==> src/rtl/hws_pkg.sv <==
package hws_pkg;

    typedef enum logic [1:0] {
        ST_RUN   = 2'd0,
        ST_HIB   = 2'd1,
        ST_PWRUP = 2'd2
    } hws_state_e;

    localparam logic [7:0]  OFS_HIB_DEF  = 8'h20;
    localparam logic [7:0]  OFS_FILT_DEF = 8'h24;
    localparam logic [7:0]  OFS_HOLD_DEF = 8'h28;
    localparam logic [7:0]  OFS_KEY_DEF  = 8'h3C;
    localparam logic [15:0] KEY_DEF      = 16'hA55A;

endpackage

==> src/rtl/hws_regs.sv <==
module hws_regs #(
    parameter int          ADDR_W   = 8,
    parameter int          DATA_W   = 32,
    parameter int          FLD_LSB  = 5,
    parameter int          FILT_MSB = 15,
    parameter int          HOLD_MSB = 11,
    parameter int          KEY_W    = 16,
    parameter logic [ADDR_W-1:0] OFS_HIB  = 8'h20,
    parameter logic [ADDR_W-1:0] OFS_FILT = 8'h24,
    parameter logic [ADDR_W-1:0] OFS_HOLD = 8'h28,
    parameter logic [ADDR_W-1:0] OFS_KEY  = 8'h3C,
    parameter logic [KEY_W-1:0]  KEY      = 16'hA55A
) (
    input  logic                clk,
    input  logic                rst_n,
    input  logic                wr_en,
    input  logic [ADDR_W-1:0]   wr_addr,
    input  logic [DATA_W-1:0]   wr_data,
    output logic                hib_go,
    output logic [FILT_MSB:0]   filt_limit,
    output logic [HOLD_MSB:0]   hold_limit
);

    localparam int FILT_FW = FILT_MSB - FLD_LSB + 1;
    localparam int HOLD_FW = HOLD_MSB - FLD_LSB + 1;
    localparam logic [DATA_W-1:0] FILT_CAP =
        DATA_W'({FILT_FW{1'b1}}) << FLD_LSB;
    localparam logic [DATA_W-1:0] HOLD_CAP =
        DATA_W'({HOLD_FW{1'b1}}) << FLD_LSB;

    logic               armed_q;
    logic [FILT_FW-1:0] filt_q;
    logic [HOLD_FW-1:0] hold_q;
    logic               sel_hib, sel_filt, sel_hold, sel_key;
    logic               ctl_wr;

    always_comb begin
        sel_hib  = wr_en && (wr_addr == OFS_HIB);
        sel_filt = wr_en && (wr_addr == OFS_FILT);
        sel_hold = wr_en && (wr_addr == OFS_HOLD);
        sel_key  = wr_en && (wr_addr == OFS_KEY);
        ctl_wr   = sel_hib || sel_filt || sel_hold;
        hib_go   = sel_hib && armed_q && wr_data[0];
    end

    // write guard: one key write arms exactly one control write
    always_ff @(posedge clk or negedge rst_n) begin
        if (!rst_n) begin
            armed_q <= 1'b0;
        end else if (sel_key) begin
            armed_q <= (wr_data[KEY_W-1:0] == KEY);
        end else if (ctl_wr) begin
            armed_q <= 1'b0;
        end
    end

    // saturating field capture, low bits dropped
    always_ff @(posedge clk or negedge rst_n) begin
        if (!rst_n) begin
            filt_q <= '0;
            hold_q <= '0;
        end else begin
            if (sel_filt && armed_q) begin
                filt_q <= (wr_data >= FILT_CAP) ? {FILT_FW{1'b1}}
                                                : wr_data[FILT_MSB:FLD_LSB];
            end
            if (sel_hold && armed_q) begin
                hold_q <= (wr_data >= HOLD_CAP) ? {HOLD_FW{1'b1}}
                                                : wr_data[HOLD_MSB:FLD_LSB];
            end
        end
    end

    assign filt_limit = {filt_q, {FLD_LSB{1'b0}}};
    assign hold_limit = {hold_q, {FLD_LSB{1'b0}}};

endmodule

==> src/rtl/hws_sync.sv <==
module hws_sync #(
    parameter int   STAGES  = 2,
    parameter logic RST_VAL = 1'b1
) (
    input  logic clk,
    input  logic rst_n,
    input  logic din,
    output logic dout
);

    logic [STAGES-1:0] chain_q;

    generate
        for (genvar g = 0; g < STAGES; g++) begin : g_stage
            if (g == 0) begin : g_first
                always_ff @(posedge clk or negedge rst_n) begin
                    if (!rst_n) chain_q[0] <= RST_VAL;
                    else        chain_q[0] <= din;
                end
            end else begin : g_next
                always_ff @(posedge clk or negedge rst_n) begin
                    if (!rst_n) chain_q[g] <= RST_VAL;
                    else        chain_q[g] <= chain_q[g-1];
                end
            end
        end
    endgenerate

    assign dout = chain_q[STAGES-1];

endmodule

==> src/rtl/hws_tick_count.sv <==
module hws_tick_count #(
    parameter int W = 16
) (
    input  logic         clk,
    input  logic         rst_n,
    input  logic         clear,
    input  logic         tick,
    input  logic [W-1:0] limit,
    output logic         done
);

    logic [W-1:0] cnt_q;

    assign done = (cnt_q >= limit);

    // stops at the limit, so it can never wrap
    always_ff @(posedge clk or negedge rst_n) begin
        if (!rst_n) begin
            cnt_q <= '0;
        end else if (clear) begin
            cnt_q <= '0;
        end else if (tick && !done) begin
            cnt_q <= cnt_q + 1'b1;
        end
    end

endmodule

==> src/rtl/hib_wake_seq.sv <==
module hib_wake_seq
    import hws_pkg::*;
#(
    parameter int ADDR_W      = 8,
    parameter int DATA_W      = 32,
    parameter int FLD_LSB     = 5,
    parameter int FILT_MSB    = 15,
    parameter int HOLD_MSB    = 11,
    parameter int SYNC_STAGES = 2
) (
    input  logic              clk,
    input  logic              rst_n,
    input  logic              tick,
    input  logic              wr_en,
    input  logic [ADDR_W-1:0] wr_addr,
    input  logic [DATA_W-1:0] wr_data,
    input  logic              wake_n,
    input  logic              alarm_wake,
    output logic              pwr_en,
    output logic              sys_rst_n
);

    localparam int FILT_CNT_W = FILT_MSB + 1;
    localparam int HOLD_CNT_W = HOLD_MSB + 1;

    hws_state_e            state_q, state_d;
    logic                  hib_go;
    logic [FILT_CNT_W-1:0] filt_limit;
    logic [HOLD_CNT_W-1:0] hold_limit;
    logic                  wake_sync_n;
    logic                  wake_act;
    logic                  filt_done, hold_done;
    logic                  filt_clr, hold_clr;

    hws_regs #(
        .ADDR_W   (ADDR_W),
        .DATA_W   (DATA_W),
        .FLD_LSB  (FLD_LSB),
        .FILT_MSB (FILT_MSB),
        .HOLD_MSB (HOLD_MSB),
        .KEY_W    (16),
        .OFS_HIB  (ADDR_W'(OFS_HIB_DEF)),
        .OFS_FILT (ADDR_W'(OFS_FILT_DEF)),
        .OFS_HOLD (ADDR_W'(OFS_HOLD_DEF)),
        .OFS_KEY  (ADDR_W'(OFS_KEY_DEF)),
        .KEY      (KEY_DEF)
    ) u_regs (
        .clk        (clk),
        .rst_n      (rst_n),
        .wr_en      (wr_en),
        .wr_addr    (wr_addr),
        .wr_data    (wr_data),
        .hib_go     (hib_go),
        .filt_limit (filt_limit),
        .hold_limit (hold_limit)
    );

    hws_sync #(
        .STAGES  (SYNC_STAGES),
        .RST_VAL (1'b1)
    ) u_sync (
        .clk   (clk),
        .rst_n (rst_n),
        .din   (wake_n),
        .dout  (wake_sync_n)
    );

    assign wake_act = !wake_sync_n;
    assign filt_clr = (state_q != ST_HIB) || !wake_act;
    assign hold_clr = (state_q != ST_PWRUP);

    hws_tick_count #(.W(FILT_CNT_W)) u_filt (
        .clk   (clk),
        .rst_n (rst_n),
        .clear (filt_clr),
        .tick  (tick),
        .limit (filt_limit),
        .done  (filt_done)
    );

    hws_tick_count #(.W(HOLD_CNT_W)) u_hold (
        .clk   (clk),
        .rst_n (rst_n),
        .clear (hold_clr),
        .tick  (tick),
        .limit (hold_limit),
        .done  (hold_done)
    );

    // next-state selection
    always_comb begin
        state_d = state_q;
        unique case (state_q)
            ST_RUN:   if (hib_go) state_d = ST_HIB;
            ST_HIB:   if (alarm_wake || (wake_act && filt_done)) state_d = ST_PWRUP;
            ST_PWRUP: if (hold_done) state_d = ST_RUN;
            default:  state_d = ST_RUN;
        endcase
    end

    always_ff @(posedge clk or negedge rst_n) begin
        if (!rst_n) state_q <= ST_RUN;
        else        state_q <= state_d;
    end

    // outputs decoded from the current state
    always_comb begin
        pwr_en    = 1'b1;
        sys_rst_n = 1'b1;
        unique case (state_q)
            ST_RUN:   begin pwr_en = 1'b1; sys_rst_n = 1'b1; end
            ST_HIB:   begin pwr_en = 1'b0; sys_rst_n = 1'b0; end
            ST_PWRUP: begin pwr_en = 1'b1; sys_rst_n = 1'b0; end
            default:  begin pwr_en = 1'b1; sys_rst_n = 1'b1; end
        endcase
    end

endmodule

==> config.mk <==
export PLATFORM = sky130hd
export DESIGN_NAME = hib_wake_seq
export DESIGN_NICKNAME = d
export VERILOG_FILES = /design/src/rtl/hws_pkg.sv /design/src/rtl/hws_regs.sv /design/src/rtl/hws_sync.sv /design/src/rtl/hws_tick_count.sv /design/src/rtl/hib_wake_seq.sv
export SDC_FILE = /design/constraint.sdc
export NUM_CORES = 1
export LEC_CHECK = 0
export BUFFER_PORTS_ARGS = -buffer_cell sky130_fd_sc_hd__buf_4
export CAP_MARGIN = 10
export CORE_ASPECT_RATIO = 1.2
export CORE_MARGIN = 2
export CORE_UTILIZATION = 55
export CTS_CLUSTER_SIZE = 28
export DETAILED_ROUTE_END_ITERATION = 7
export PLACE_DENSITY = 0.75
export SLEW_MARGIN = 20
export SYNTH_ARGS = -nofsm -noshare
export SYNTH_HDL_FRONTEND = slang
export SYNTH_SLANG_ARGS = --single-unit
==> constraint.sdc <==
create_clock -name clk -period 3.25 [get_ports clk]
set_input_delay 0.65 -clock clk [delete_from_list [all_inputs] [get_ports clk]]
set_output_delay 0.65 -clock clk [all_outputs]
set_load 0.02 [all_outputs]
==> impl_results.md <==
* Die area at 6300 um^2
* Vias per cell at 5.98
* Setup TNS at 0 ns
* CTS Buf Count at 5
* CTS Buffer Depth at 2
* HP Class: flip-flop to flip-flop
* Clk slew on worst S/H paths at 0.09 ns
* Lkg Pwr at 1.48 nW
* FF-to-FF path depth at 7
* Post-DRT Antenna Nets at 0
* Nature of the critical path endpoint: flip-flop
* Die Span X at 72.8 um
* Final-report hold violation count at 0
* Fill count at 461
* FP Rows at 30
* Via count at 2,606
* Reg2reg setup slack at 0.57 ns
* CTS resizes at 0
* Synth async-reset ratio at 100%
* Global-route wire length before repair at 11.6 mm
* Design Area, Final at 3630 um^2
* Synth unique cells at 51
* H-tree Lvls at 2
* Synthesized netlist cell count at 324
* Ports at 48
* CTS root buffer: clkbuf_8
* RePlAce Congestion at 0.839
* Clock sink total at 51
* Most frequent cells in the layout: buf_4 (49), dfrtp_1 (49), inv_1 (27)
* Cell Area, Synth at 3120 um^2
* Reg-to-Reg End: state_q[0]
* Max Cap Viol at 0
* Post-CTS Hold Buffers at 0
* GR Overflow Total at 0
* Worst Path Max Fanout at 13
* Post-CTS Setup Bufs at 0
* I/O Buffers at 47
* Die H at 86.6 um
* Register Area at 1280 um^2
* Initial cell density of the core at 56.2%
* Final period demand of the worst path at 2.68 ns
* Avg Inst Size Synth at 9.64 um^2
* Pwr dens at 304 nW/um^2
* Final net count at 443
* Final Max Slew Viols at 0
* Multi-input logic area at 1700 um^2
* Slew headroom at 57.9%
* WHS at 0.363 ns
* Outcome: finished clean
* Flops & latches, synth at 51
* Setup crit end: state_q[0]
* Initial antenna violation count at 0
* Critical path data arrival time at 2.86 ns
* Largest net degree at the start of global routing at 52
* CTS tree: built
* Worst EP required at 3.42 ns
* DRT Wirelength at 6.87 mm
* Worst slew pin tran at 0.622 ns
* Yosys warning count at 0
* Final worst slack at 0.565 ns
* Max Clock Skew at 0.0105 ns
* Max Fclk at 0.372 GHz
* Post-synth EDFFs at 0
* Pre-antenna DRT Iters at 4
* Critical path origin: u_filt.cnt_q[6]
* Reg-to-Reg Start: u_filt.cnt_q[6]
* RSZ-0062 raised after global routing: false
* Layout cells sized above 1 at 18.5%
* Vias in the first global route at 2,541
* Register area share after synthesis at 40.9%
* Area grow syn2layout at 16.3%
* Final Setup Violations at 0
* Setup Crit Path Kind: flip-flop to flip-flop
* Initial DRC Count at 137
* Worst ir drop on vdd at 0.196 mV
* Diodes inserted at 0
* Detail Placement HPWL at 5.36 mm
* Final period util at 82.6%
* CP startpoint kind: flip-flop
* DR WL/cell at 15.8 um
* Pre-CTS setup slack at 0.611 ns
* Most common flop cell mapped by yosys: dfrtp_1
* Clk_lat worst skew at 0.30 ns
* DRC at 0
* Area after DPL at 3530 um^2
* Post-synth net total at 396
* Total global-route track usage at 23.3%
* Core area at 5560 um^2
## stage by stage
stage          power (mW)  cells  util, %
3_5_place_dp        0.725    428     63.6
5_1_grt              1.15    436     65.4
3_3_place_gp        0.724    428     63.6
2_1_floorplan       0.660    324        -
4_1_cts              1.11    436     65.4
6_report             1.10    436     65.4
## cell usage after synthesis, drive strengths merged, types with 3 or more instances
library cell  count  share of area, %
dfrtp            49                39
or2               4              0.80
nor4              9               1.8
buf               4              0.64
nand3            16               2.6
inv              27               3.2
mux2i             4               1.3
nor3              8               1.4
o31ai             7               1.7
o22a             17               4.8
nor2b             3              0.60
nand2b            5               1.0
ha               26                10
or3               4              0.80
nor2             20               2.4
or4               8               1.9
a21oi            22               3.6
nand4             7               1.4
o21ai             7               1.1
xnor2            11               3.1
nand2            21               2.5
clkbuf            5              0.60
nor4b             4               1.8
and3              7               1.4
## sequential cells by signal (all words and copies together) (netlist names)
register,count
state_q,2
u_filt.cnt_q,16
u_hold.cnt_q,12
u_regs.armed_q,1
u_regs.filt_q,11
u_regs.hold_q,7
u_sync.chain_q,1
u_sync.dout,1
## logic make-up (layout without fill, tap and decap cells)
| group | Yosys count | in the layout | synth area share [%] |
|---|---|---|---|
| buffers and inverters | 37 | 85 | 4.65 |
| xor gates and xnor gates | 11 | 11 | 3.08 |
| muxes | 6 | 6 | 2.00 |
| adders and majority gates | 26 | 26 | 10.4 |
| DFF | 51 | 51 | 40.9 |
| AOI/OAI and AO/OA | 65 | 65 | 15.1 |
| and+or+nand+nor | 128 | 128 | 23.8 |
## cell type report
class	instances	area share (%)
Multi-Input combinational cell	236	46.8
Sequential cell	51	35.2
Inverter	28	2.93
Clock buffer	8	2.75
Timing Repair Buffer	49	10.1
Tap cell	64	2.20
## worst max-delay path, cell delays in order (launching register included)
cell and delay, ns:
dfrtp_1 0.43, ha_1 0.30, nor2b_1 0.14, o21a_1 0.18, o311ai_2 0.34, nand2_1 0.35
o41ai_2 0.45, mux2_1 0.37
## power by group
part           total [mW]  switching, mW  leakage (nW)  internal (mW)
clock               0.391          0.197        0.0515          0.195
sequential          0.637       0.000822         0.706          0.636
combinational      0.0746         0.0347         0.727         0.0399
total                1.10          0.232          1.48          0.871
## layer usage
layer	track usage, %	wire length (um)
met1	30.0	2940
met2	40.9	3680
met3	2.67	126
met4	6.90	124
met5	0	0
## worst min path at each step
stage	from	endpoint	slack (ns)	depth (start not counted)
floorplan	rst_n	state_q[0]	0.35	0
global placement	u_sync.chain_q[0]	u_sync.dout	0.35	0
detailed placement	u_sync.chain_q[0]	u_sync.dout	0.35	0
CTS	u_sync.chain_q[0]	u_sync.dout	0.36	0
global route	u_sync.chain_q[0]	u_sync.dout	0.37	0
finish	u_sync.chain_q[0]	u_sync.dout	0.36	0
Note: power is estimated with default switching activity, not from simulation.
